===== config.mk =====
export PLATFORM = sky130hd
export DESIGN_NAME = irq_vec_ctrl
export DESIGN_NICKNAME = d
export VERILOG_FILES = /design/src/rtl/irqc_pkg.sv /design/src/rtl/irqc_sync.sv /design/src/rtl/irqc_pick.sv /design/src/rtl/irq_vec_ctrl.sv
export SDC_FILE = /design/constraint.sdc
export NUM_CORES = 1
export LEC_CHECK = 0
export BUFFER_PORTS_ARGS = -buffer_cell sky130_fd_sc_hd__buf_2
export CAP_MARGIN = 20
export CORE_ASPECT_RATIO = 1.5
export CORE_MARGIN = 3
export CORE_UTILIZATION = 63
export CTS_CLUSTER_DIAMETER = 120
export DETAILED_ROUTE_END_ITERATION = 12
export MAX_ROUTING_LAYER = met4
export PLACE_DENSITY_LB_ADDON = 0.12
export SLEW_MARGIN = 30
export SYNTH_ARGS = -nofsm -noshare
export SYNTH_HDL_FRONTEND = slang
export SYNTH_SLANG_ARGS = --single-unit

===== constraint.sdc =====
create_clock -name clk -period 60.6 [get_ports clk]
set_input_delay 9.09 -clock clk [delete_from_list [all_inputs] [get_ports clk]]
set_output_delay 9.09 -clock clk [all_outputs]
set_load 0.01 [all_outputs]

===== src/rtl/irqc_pkg.sv =====
package irqc_pkg;
    localparam int PRIO_W  = 3;
    localparam int NUM_LVL = 1 << PRIO_W;
    localparam int DATA_W  = 32;
    localparam int ADDR_W  = 8;

    typedef enum logic [1:0] {
        TRIG_LOW  = 2'b00,
        TRIG_HIGH = 2'b01,
        TRIG_FALL = 2'b10,
        TRIG_RISE = 2'b11
    } trig_e;

    typedef struct packed {
        trig_e             trig;
        logic [PRIO_W-1:0] prio;
    } src_cfg_t;

    localparam logic [ADDR_W-1:0] A_EN_SET = 8'h80;
    localparam logic [ADDR_W-1:0] A_EN_CLR = 8'h84;
    localparam logic [ADDR_W-1:0] A_ACK    = 8'h88;
    localparam logic [ADDR_W-1:0] A_SRCNUM = 8'h8C;
    localparam logic [ADDR_W-1:0] A_EOS    = 8'h90;
endpackage


===== src/rtl/irqc_sync.sv =====
module irqc_sync #(
    parameter int N      = 32,
    parameter int STAGES = 2
) (
    input  logic         clk,
    input  logic         rst_n,
    input  logic [N-1:0] async_i,
    output logic [N-1:0] lvl_o,
    output logic [N-1:0] rise_o,
    output logic [N-1:0] fall_o
);
    logic [STAGES-1:0][N-1:0] chain_d, chain_q;
    logic [N-1:0]             prev_d, prev_q;

    always_comb begin
        chain_d[0] = async_i;
        for (int s = 1; s < STAGES; s++) begin
            chain_d[s] = chain_q[s-1];
        end
        prev_d = chain_q[STAGES-1];
    end

    always_ff @(posedge clk or negedge rst_n) begin
        if (!rst_n) begin
            chain_q <= '0;
            prev_q  <= '0;
        end else begin
            chain_q <= chain_d;
            prev_q  <= prev_d;
        end
    end

    assign lvl_o  = chain_q[STAGES-1];
    assign rise_o = lvl_o & ~prev_q;
    assign fall_o = ~lvl_o & prev_q;
endmodule


===== src/rtl/irqc_pick.sv =====
module irqc_pick #(
    parameter int N  = 32,
    parameter int PW = 3,
    localparam int IW = $clog2(N)
) (
    input  logic                 clk,
    input  logic                 rst_n,
    input  logic [N-1:0]         req_i,
    input  logic [N-1:0][PW-1:0] prio_i,
    input  logic [PW:0]          thr_i,
    output logic                 valid_o,
    output logic [IW-1:0]        idx_o,
    output logic [PW-1:0]        prio_o
);
    always_comb begin
        logic [PW:0] best;
        best    = thr_i;
        valid_o = 1'b0;
        idx_o   = '0;
        prio_o  = '0;
        // strict compare keeps the lowest index on ties
        for (int i = 0; i < N; i++) begin
            if (req_i[i] && ({1'b0, prio_i[i]} < best)) begin
                best    = {1'b0, prio_i[i]};
                valid_o = 1'b1;
                idx_o   = IW'(i);
                prio_o  = prio_i[i];
            end
        end
    end

    assert_win_legal_R5: assert property (@(posedge clk) disable iff (!rst_n)
        valid_o |-> (req_i[idx_o] && ({1'b0, prio_o} < thr_i) && (prio_o == prio_i[idx_o])));
endmodule


===== src/rtl/irq_vec_ctrl.sv =====
module irq_vec_ctrl
    import irqc_pkg::*;
#(
    parameter int NUM_SRC     = 32,
    parameter int SYNC_STAGES = 2
) (
    input  logic               clk,
    input  logic               rst_n,
    input  logic [31:0]        src_i,
    input  logic               bus_en,
    input  logic               bus_wr,
    input  logic [ADDR_W-1:0]  bus_addr,
    input  logic [DATA_W-1:0]  bus_wdata,
    output logic [DATA_W-1:0]  bus_rdata,
    output logic               irq_n
);
    localparam int IDX_W = $clog2(NUM_SRC);

    typedef struct packed {
        src_cfg_t [NUM_SRC-1:0] cfg;
        logic [NUM_SRC-1:0]     en;
        logic [NUM_SRC-1:0]     epend;
        logic [NUM_LVL-1:0]     isr;
    } state_t;

    state_t st_d, st_q;

    logic [NUM_SRC-1:0]             lvl, rise, fall, req;
    logic [NUM_SRC-1:0][PRIO_W-1:0] prio_vec;
    logic [PRIO_W:0]                thr;
    logic                           win_valid;
    logic [IDX_W-1:0]               win_idx;
    logic [PRIO_W-1:0]              win_prio;
    logic                           wr_fire, rd_fire, ack_fire, eos_fire, cfg_hit;
    logic [4:0]                     cfg_sel;

    irqc_sync #(.N(NUM_SRC), .STAGES(SYNC_STAGES)) sync_i (
        .clk    (clk),
        .rst_n  (rst_n),
        .async_i(src_i[NUM_SRC-1:0]),
        .lvl_o  (lvl),
        .rise_o (rise),
        .fall_o (fall)
    );

    // pending view per source and priority fan-out
    always_comb begin
        for (int i = 0; i < NUM_SRC; i++) begin
            prio_vec[i] = st_q.cfg[i].prio;
            case (st_q.cfg[i].trig)
                TRIG_LOW:  req[i] = st_q.en[i] & ~lvl[i];
                TRIG_HIGH: req[i] = st_q.en[i] & lvl[i];
                default:   req[i] = st_q.en[i] & st_q.epend[i];
            endcase
        end
    end

    // threshold = most urgent level currently in service, NUM_LVL if none
    always_comb begin
        thr = (PRIO_W+1)'(NUM_LVL);
        for (int l = NUM_LVL - 1; l >= 0; l--) begin
            if (st_q.isr[l]) thr = (PRIO_W+1)'(l);
        end
    end

    irqc_pick #(.N(NUM_SRC), .PW(PRIO_W)) pick_i (
        .clk    (clk),
        .rst_n  (rst_n),
        .req_i  (req),
        .prio_i (prio_vec),
        .thr_i  (thr),
        .valid_o(win_valid),
        .idx_o  (win_idx),
        .prio_o (win_prio)
    );

    assign irq_n    = ~win_valid;
    assign wr_fire  = bus_en & bus_wr;
    assign rd_fire  = bus_en & ~bus_wr;
    assign ack_fire = rd_fire && (bus_addr == A_ACK) && win_valid;
    assign eos_fire = wr_fire && (bus_addr == A_EOS);
    assign cfg_sel  = bus_addr[6:2];
    assign cfg_hit  = !bus_addr[ADDR_W-1] && (int'(cfg_sel) < NUM_SRC);

    // read mux
    always_comb begin
        bus_rdata = '0;
        if (cfg_hit) begin
            bus_rdata = DATA_W'({st_q.cfg[cfg_sel].trig, 3'b000, st_q.cfg[cfg_sel].prio});
        end else begin
            case (bus_addr)
                A_EN_SET: bus_rdata = DATA_W'(st_q.en);
                A_ACK:    bus_rdata = win_valid ? DATA_W'({win_idx, 2'b00}) : '0;
                A_SRCNUM: bus_rdata = win_valid ? DATA_W'(win_idx) : '0;
                default:  bus_rdata = '0;
            endcase
        end
    end

    // next state
    always_comb begin
        st_d = st_q;
        if (ack_fire) begin
            st_d.isr[win_prio]  = 1'b1;
            st_d.epend[win_idx] = 1'b0;
        end
        // a new edge wins over a same-cycle acknowledge clear
        for (int i = 0; i < NUM_SRC; i++) begin
            case (st_q.cfg[i].trig)
                TRIG_RISE: if (rise[i]) st_d.epend[i] = 1'b1;
                TRIG_FALL: if (fall[i]) st_d.epend[i] = 1'b1;
                default: ;
            endcase
        end
        if (wr_fire) begin
            if (cfg_hit) begin
                st_d.cfg[cfg_sel].trig = trig_e'(bus_wdata[7:6]);
                st_d.cfg[cfg_sel].prio = bus_wdata[PRIO_W-1:0];
            end else begin
                case (bus_addr)
                    A_EN_SET: st_d.en  = st_q.en | bus_wdata[NUM_SRC-1:0];
                    A_EN_CLR: st_d.en  = st_q.en & ~bus_wdata[NUM_SRC-1:0];
                    A_EOS:    st_d.isr = st_q.isr & (st_q.isr - 1'b1);
                    default: ;
                endcase
            end
        end
    end

    always_ff @(posedge clk or negedge rst_n) begin
        if (!rst_n) st_q <= '0;
        else        st_q <= st_d;
    end

    assert_ack_push_R6: assert property (@(posedge clk) disable iff (!rst_n)
        ack_fire |=> ($countones(st_q.isr) == $past($countones(st_q.isr)) + 1));

    assert_nest_level_R8: assert property (@(posedge clk) disable iff (!rst_n)
        ack_fire |=> (thr == {1'b0, $past(win_prio)}));

    assert_eos_pop_R9: assert property (@(posedge clk) disable iff (!rst_n)
        (eos_fire && (st_q.isr != '0)) |=> ($countones(st_q.isr) == $past($countones(st_q.isr)) - 1));

    assert_mask_all_R3: assert property (@(posedge clk) disable iff (!rst_n)
        (wr_fire && (bus_addr == A_EN_CLR) && (&bus_wdata[NUM_SRC-1:0])) |=> ((st_q.en == '0) && irq_n));
endmodule


==> results.cfg, run 1 <==
[clock_network]
path_clk_slew_ps = 60
cts_root_buffer = clkbuf_16
cts_tree = yes
clk_path_buf_depth = 3
htree_levels = 2
cts_sinks = 328
clock_latency_ps = 560
cts_buffers = 34

[sta]
skew_ps = 32.6
drv_slew = 0
fmax_mhz = 17.7
tightest_slew_ps = 1100
fin_crit_ps = 56580
grt_setup_unrepaired = false
hold_violations = 0
max-slew-margin-rel = 0.263
period_share = 0.934
finalSetupViolations = 0
fin_tns_setup_ps = 0

[critical_path]
end_kind = output pin
cp_common_cell = ha_1
path_class = register to output pin
required_ps = 51510
critical_path.max_stage_delay_ps = 580
cp.buffers_inverters = 24
critPathMaxFanout = 13
startpoint_type = register
slowest_stage = or4_4
worstPathArrival_ps = 47490
crit_family = compound AO/OA/AOI/OAI gates

[placed_design]
place.port_buffers = 108
place_congestion = 1.12
hpwl_mm = 54.4

[detailed_routing]
antenna_left = 0
wl_per_cell_um = 27.1
vias_per_cell = 7.00
first_pass_iters = 7
drc = 0
vias = 19256
wirelength_mm = 74.4
first_iter_violations = 2078

[floorplan]
dieArea_um2 = 35500
die_y_um = 229
start_util = 0.641
die_width_um = 155
num_rows = 81
io_pins = 109
core-area_um2 = 32600

[finish]
areaGrowthSynthToFinish_pct = 10.6
layout_common_cells = 328 x dfrtp_1, 288 x nand2_1, 163 x nor2_1
layout_commonest_cell = dfrtp_1
drive_gt1_frac = 0.203
final_nets = 2425

[logic_synthesis]
avgSynthCellArea_um2 = 9.46
synth-seq-cells = 328
yosysWarnings = 0
synthArstFlopShare = 1.00
yosysSeqAreaShare = 0.392
synthCells = 2212
synth_edf_count = 0
syn_nets = 2328
yosysUniqueCellTypes = 120
synth-main-ff-cell = dfrtp_1
syn_area_um2 = 20900

[run]
cap_viol_max_count = 0

[run_status]
status = completed

[global_route]
antenna_found_initial = 2
grt_pass1_wl_mm = 113
track_usage = 0.426
grt_overflow = 0
grt_pass1_vias = 19309
grt_max_degree = 160

[min_path]
hold_path.class = register to register

[power_and_ir_drop]
cellPowerDensity_nw_per_um2 = 26.3
leakage_nw = 10.2
ir_worst_vdd_v = 0.0000286
finalPower_w = 0.000608
-- Yosys cell counts, types with 13 or more instances --
cell,number,area share
mux4_2,40,0.043
a21oi_1,144,0.034
o21ai_1,30,0.0072
or2_2,14,0.0042
or3_1,20,0.0060
nor2_1,168,0.030
nand2b_1,46,0.014
mux2i_1,26,0.012
a22oi_1,18,0.0065
o21ai_0,161,0.039
dfrtp_1,328,0.39
a21o_1,42,0.015
mux2_2,149,0.080
a22o_1,17,0.0071
and2_1,51,0.015
ha_1,40,0.024
and3_1,13,0.0039
a31oi_1,48,0.014
a211o_1,13,0.0054
clkbuf_1,56,0.010
xor2_1,29,0.012
nand2_1,288,0.052
nor3_1,26,0.0062
nand3_1,36,0.0086
inv_1,78,0.014
o31ai_1,23,0.0083
o211ai_1,27,0.0097
-- layout make-up --
class | instances | area, µm²
Timing Repair Buffer | 134 | 785
Sequential cell | 328 | 8210
Clock inverter | 13 | 174
Clock buffer | 46 | 936
Multi-Input combinational cell | 1732 | 12200
Tap cell | 415 | 519
Inverter | 79 | 297
Fill cell | 2376 | 9490
Antenna cell | 2 | 5.00
-- through the flow --
step	setup WS (ps)	std cells	hold slack (ps)	utilization	cell area (µm²)
6_report	4020	2749	341	0.709	23100
5_1_grt	71.4	2749	351	0.709	23100
4_1_cts	3050	2734	344	0.703	23000
3_5_place_dp	3890	2675	335	0.669	21800
3_3_place_gp	5380	2675	331	0.669	21800
2_1_floorplan	9770	2212	331	-	20900
-- timing repair --
item,4_1_cts,5_1_grt
hold buffers,0,0
setup endpoints to repair,0,8
setup buffers,0,12
gates resized for setup,0,10
-- state kept, by name (all words and copies together), names as in the netlist, named ones only --
signal and cells:
prio_vec 96, st_q 104, sync_i.chain_d 32, sync_i.prev_q 32, sync_i.lvl_o 32
-- where the power goes --
| group | switching [W] | internal [W] | leakage [nW] | total (W) |
|---|---|---|---|---|
| combinational | 0.0000875 | 0.0000520 | 5.55 | 0.000140 |
| sequential | 0.0000217 | 0.000235 | 4.09 | 0.000257 |
| clock | 0.0000925 | 0.000119 | 0.541 | 0.000212 |
| total | 0.000202 | 0.000406 | 10.2 | 0.000608 |
-- path summary, 6_finish.rpt --
kind	startpoint	to	slack, ps	depth (start not counted)
hold reg to reg	sync_i.chain_d[58]$_DFF_PN0_	sync_i.lvl_o[26]$_DFF_PN0_	340	0
hold / removal	sync_i.chain_d[58]$_DFF_PN0_	sync_i.lvl_o[26]$_DFF_PN0_	340	0
min in group asynchronous	rst_n	prio_vec[18]$_DFFE_PN0P_	8560	1
max in group asynchronous	rst_n	sync_i.chain_d[40]$_DFF_PN0_	50210	3
setup reg to reg	st_q[5]$_DFF_PN0_	st_q[20]$_DFF_PN0_	12640	223
setup / recovery	st_q[5]$_DFF_PN0_	bus_rdata[2]	4020	223
-- layer usage --
metal  wire length [µm]  GRT usage  vias to the layer above
met4               7670      0.328                        0
li1                   -          -                     8419
met1              24800      0.454                     9438
met2              36600      0.706                      999
met3               5300     0.0658                      400
met5                  0          -                        -
-- kinds of logic after synthesis --
kind of cell | count (synthesis) | share of synthesized area
simple gates | 739 | 0.169
xor+xnor | 30 | 0.0126
buf+inv | 152 | 0.0279
mux | 215 | 0.136
fa+ha+maj | 49 | 0.0283
flops | 328 | 0.392
compound gates | 699 | 0.234
Power figures use the tool's default switching activity.
==> inputs of run 2 (changes only) <==
--- a/config.mk
+++ b/config.mk
@@ -5,6 +5,7 @@
 export SDC_FILE = /design/constraint.sdc
 export NUM_CORES = 1
 export LEC_CHECK = 0
+export ABC_AREA = 0
 export BUFFER_PORTS_ARGS = -buffer_cell sky130_fd_sc_hd__buf_2
 export CAP_MARGIN = 20
 export CORE_ASPECT_RATIO = 1.5
@@ -17,4 +18,6 @@
 export SLEW_MARGIN = 30
 export SYNTH_ARGS = -nofsm -noshare
 export SYNTH_HDL_FRONTEND = slang
+export SYNTH_HIERARCHICAL = 1
 export SYNTH_SLANG_ARGS = --single-unit
+export TNS_END_PERCENT = 30
==> run 2 against run 1 <==
Via count shrank 6.2%. Die area shrank 0.35%. Register-to-register slack gained 560 ps. Routed wire length shrank 13%. Final cell count shrank 2.5%. Area after synthesis shrank 0.36%. First-iteration DRC count shrank 20%. Hold slack gained 4.9 ps. Largest power group unchanged.
==> results.cfg, run 2 <==
[finish]
layout_commonest_cell = dfrtp_1
layout_common_cells = 328 x dfrtp_1, 207 x nand2_1, 204 x mux2_2
largest_register_ffs = 104
final_cell_area_um2 = 22900
antennaDiodeCount = 0
multi_input_area_um2 = 12200
fillCellCount = 2526
regMostFlops = st_q
regArea_um2 = 8210
drive_gt1_frac = 0.233
areaGrowthSynthToFinish_pct = 10.1
final_nets = 2352

[critical_path]
critPathMaxFanout = 13
crit_family = compound AO/OA/AOI/OAI gates
cp_common_cell = ha_1
worstPathArrival_ps = 47240
path_class = register to output pin
critical_path.max_stage_delay_ps = 540
slowest_stage = a221oi_4
end_kind = output pin
required_ps = 51510
cp.buffers_inverters = 24
startpoint_type = register

[clock_network]
htree_levels = 2
cts_buffers = 34
path_clk_slew_ps = 60
ctsHoldBuffers = 0
cts_sinks = 328
cts_root_buffer = clkbuf_16
post_cts_buffers = 0
clk_path_buf_depth = 3
clock_latency_ps = 540
cts_tree = yes

[power_and_ir_drop]
leakage_nw = 10.6
cellPowerDensity_nw_per_um2 = 31.7
ir_worst_vdd_v = 0.0000312

[detailed_routing]
wirelength_mm = 64.5
vias_per_cell = 6.74
wl_per_cell_um = 24.1
drc = 0
first_pass_iters = 8
antenna_left = 0
vias = 18056
first_iter_violations = 1663

[sta]
drv_slew = 0
fin_crit_ps = 56330
period_share = 0.930
finalSetupViolations = 0
hold_violations = 0
max-slew-margin-rel = 0.294
grt_setup_unrepaired = false
fmax_mhz = 17.8
tightest_slew_ps = 1060
fin_tns_setup_ps = 0
skew_ps = 21.5

[floorplan]
start_util = 0.639
die_width_um = 155
num_rows = 81
io_pins = 109
die_y_um = 229
core-area_um2 = 32600
dieArea_um2 = 35400

[placed_design]
place_area_um2 = 21800
place.port_buffers = 108
place_congestion = 1.05
hpwl_mm = 46.7

[logic_synthesis]
yosysTopAreaCellShare = 0.394
avgSynthCellArea_um2 = 9.69
synth_xor_area_frac = 0.0134
yosysUniqueCellTypes = 105
synth.area.mux_share = 0.159
synth-main-ff-cell = dfrtp_1
synth_compound_area_frac = 0.199
synth_most_common_cell = dfrtp_1
synth-seq-cells = 328
yosysWarnings = 6
synth_edf_count = 0
synth_fa_ha_area_frac = 0.0229
syn_nets = 2263
ys_top_cells_by_area = dfrtp_1 39%, mux2_2 11%, mux2i_1 4.8%, nand2_1 3.7%, a21oi_1 3.0%
synth_top_family_by_area = compound AO/OA/AOI/OAI gates
yosysSeqAreaShare = 0.394
synthCells = 2152
synth_common_cells = 328 x dfrtp_1, 207 x nand2_1, 204 x mux2_2, 140 x nor2_1, 123 x a21oi_1
synthArstFlopShare = 1.00
yosysTopAreaCell = dfrtp_1
synth-simple-area-share = 0.185
syn_area_um2 = 20800

[run_status]
status = completed

[global_route]
grt_max_degree = 97
antenna_found_initial = 0
grt_pass1_vias = 17873
grt_pass1_wl_mm = 99.5
track_usage = 0.366
grt_overflow = 0

[min_path]
hold_path.class = register to register

[run]
cap_viol_max_count = 0
[run 2: per-layer routing]
metal	global-route usage	share of wire	wire length (µm)	up-vias
li1	-	-	-	8177
met4	0.178	0.053	3440	0
met5	-	0	0	-
met1	0.437	0.38	24600	8907
met2	0.606	0.50	32000	752
met3	0.0561	0.069	4470	220
[run 2: final cells by class]
type / count / share of cell area
multi-input combinational: 1684 / 0.530
sequential: 328 / 0.358
clock buffer: 44 / 0.0414
timing repair buffer: 120 / 0.0285
tap: 415 / 0.0226
inverter: 73 / 0.0119
clock inverter: 15 / 0.00758
[run 2: repair_timing]
item,in CTS,in global routing
hold endpoints to repair,0,0
resized for setup,0,6
setup endpoints to repair,0,7
[run 2: path summary, 6_finish.rpt]
path                                              startpoint                    endpoint  slack, ps  cells after the start
worst max-delay path                       st_q[0]$_DFF_PN0_                bus_rdata[2]       4270                    226
worst min-delay path            sync_i/chain_d[59]$_DFF_PN0_  sync_i/lvl_o[27]$_DFF_PN0_        350                      0
worst max register to register             st_q[0]$_DFF_PN0_          st_q[19]$_DFF_PN0_      13200                    227
worst min register to register  sync_i/chain_d[59]$_DFF_PN0_  sync_i/lvl_o[27]$_DFF_PN0_        350                      0
max in group asynchronous                              rst_n     prio_vec[9]$_DFFE_PN0P_      50080                      3
min in group asynchronous                              rst_n  asynchronous set/reset pin       8600                      1
[run 2: through the flow]
stage	worst slack, ps	instances	total power [W]	hold WS (ps)	utilization
after floorplan	11090	2152	0.000438	331	-
after global placement	6450	2620	0.000502	332	0.667
after detailed placement	5160	2620	0.000507	335	0.667
after CTS	4400	2679	0.000722	348	0.702
after global routing	35.7	2679	0.000762	351	0.703
final	4270	2679	0.000727	346	0.703
[run 2: power breakdown]
| group | internal (W) | total, W | switching [W] | leakage [nW] |
|---|---|---|---|---|
| combinational | 0.0000981 | 0.000250 | 0.000152 | 5.83 |
| sequential | 0.000240 | 0.000263 | 0.0000226 | 4.23 |
| clock | 0.000124 | 0.000214 | 0.0000896 | 0.538 |
[run 2: logic make-up (layout without fill, tap and decap cells)]
group / count (synthesis) / in the layout
adder cells (fa/ha/maj): 39 / 39
multiplexers: 306 / 306
AND/OR/NAND/NOR: 712 / 712
flip-flops: 328 / 328
buffers and inverters: 140 / 252
XOR/XNOR: 32 / 32
AO/OA/AOI/OAI: 595 / 595
==> inputs of run 3 (changes only) <==
--- a/config.mk
+++ b/config.mk
@@ -6,11 +6,14 @@
 export NUM_CORES = 1
 export LEC_CHECK = 0
 export ABC_AREA = 0
+export ABC_CLOCK_PERIOD_IN_PS = 60600
 export BUFFER_PORTS_ARGS = -buffer_cell sky130_fd_sc_hd__buf_2
 export CAP_MARGIN = 20
+export CELL_PAD_IN_SITES_DETAIL_PLACEMENT = 0
+export CELL_PAD_IN_SITES_GLOBAL_PLACEMENT = 1
 export CORE_ASPECT_RATIO = 1.5
 export CORE_MARGIN = 3
-export CORE_UTILIZATION = 63
+export CORE_UTILIZATION = 49
 export CTS_CLUSTER_DIAMETER = 120
 export DETAILED_ROUTE_END_ITERATION = 12
 export MAX_ROUTING_LAYER = met4
==> run 3 against run 2 <==
Clock-buffer cell count shrank 3. Cell area grew 1.8%. Sequential cell count is the same. Critical path type unchanged. Via count shrank 1.6%. Largest cell class unchanged. Final cell count grew 5.6%. Routed wire length grew 5.6%.
==> results.cfg, run 3 (synthesis results as in run 2) <==
[run_status]
status = completed

[placed_design]
hpwl_mm = 50.5
place_area_um2 = 22000
place.port_buffers = 108
place_congestion = 0.922

[critical_path]
worstPathArrival_ps = 47040
startpoint_type = register
critical_path.max_stage_delay_ps = 550
cp_common_cell = ha_1
path_class = register to output pin
critPathMaxFanout = 13
end_kind = output pin
slowest_stage = a221oi_4
required_ps = 51510

[sta]
fin_crit_ps = 56130
tightest_slew_ps = 991
holdWs_ps = 346
drv_slew = 0
max-slew-margin-rel = 0.333
fmax_mhz = 17.8
hold_violations = 0
period_share = 0.926
finalSetupViolations = 0
skew_ps = 18.4

[floorplan]
die_y_um = 259
dieArea_um2 = 45100
core-area_um2 = 41600
num_rows = 91
die_width_um = 174
start_util = 0.502
io_pins = 109

[finish]
drive_gt1_frac = 0.236
layout_commonest_cell = dfrtp_1
regMostFlops = st_q
utilization = 0.562
antennaDiodeCount = 0
largest_register_ffs = 104
final_cell_area_um2 = 23400
layout_common_cells = 328 x dfrtp_1, 207 x nand2_1, 204 x mux2_2
areaGrowthSynthToFinish_pct = 12.0
final_nets = 2355

[detailed_routing]
vias_per_cell = 6.28
vias = 17764
first_pass_iters = 7
drc = 0
wirelength_mm = 68.1
antenna_left = 0
wl_per_cell_um = 24.1
first_iter_violations = 1541

[power_and_ir_drop]
ir_worst_vdd_v = 0.0000256
cellPowerDensity_nw_per_um2 = 32.6
leakage_nw = 10.7

[run]
cap_viol_max_count = 0

[clock_network]
path_clk_slew_ps = 60
clock_latency_ps = 530
cts_tree = yes
htree_levels = 2
cts_sinks = 328
post_cts_buffers = 0
cts_root_buffer = clkbuf_16
cts_buffers = 36
clk_path_buf_depth = 3

[global_route]
antenna_found_initial = 0
grt_max_degree = 153
track_usage = 0.307
grt_pass1_vias = 17655
grt_overflow = 0
grt_pass1_wl_mm = 104

[min_path]
hold_path.class = register to register
-- run 3: critical path: cells and delay by family, from the launching register on --
family | cells | cell delay (ps)
buffers and inverters | 25 | 2220
AOI/OAI and AO/OA | 98 | 22630
muxes | 15 | 4330
and+or+nand+nor | 56 | 8470
adders and majority gates | 32 | 8340
DFF | 1 | 420
-- run 3: power breakdown --
part	total (W)	internal, W	switching, W
logic	0.000251	0.0000983	0.000152
registers	0.000263	0.000240	0.0000226
clock network	0.000248	0.000155	0.0000931
-- run 3: layer usage --
layer,GRT usage,part of all wire,wire (µm)
met5,-,0,0
met4,0.117,0.045,3050
met3,0.0296,0.043,2960
met2,0.543,0.51,35100
met1,0.360,0.40,27100
-- run 3: timing repair --
action,in CTS,in global routing
hold buffers,0,0
hold endpoints to repair,0,0
setup endpoints to repair,0,8
resized for setup,0,7
-- run 3: final timing paths --
check                                             start                           end  slack [ps]  cells after the start
setup reg to reg                      st_q[0]$_DFF_PN0_            st_q[17]$_DFF_PN0_       13320                    227
hold reg to reg            sync_i/chain_d[45]$_DFF_PN0_    sync_i/lvl_o[13]$_DFF_PN0_         350                      0
max in group asynchronous                         rst_n     sync_i/lvl_o[0]$_DFF_PN0_       50660                      3
hold / removal             sync_i/chain_d[45]$_DFF_PN0_    sync_i/lvl_o[13]$_DFF_PN0_         350                      0
setup / recovery                      st_q[0]$_DFF_PN0_                  bus_rdata[2]        4470                    226
min in group asynchronous                         rst_n  sync_i/chain_d[51]$_DFF_PN0_        8610                      1
-- run 3: final cells by class --
type                       instances  area, µm²
multi-input combinational       1684      12100
clock buffer                      41        971
fill                            3801      18200
tap                              558        698
sequential                       328       8210
clock inverter                    23        372
timing repair buffer             121        687
inverter                          73        274
-- run 3: metrics by stage --
stage	setup WS, ps	TNS, ps	instances	power [W]
global route	-31.4	-31.4	2828	0.000803
detailed placement	4910	0	2763	0.000511
global placement	5960	0	2763	0.000509
CTS	4160	0	2827	0.000763
finish	4470	0	2828	0.000761
floorplan	11090	0	2152	0.000438
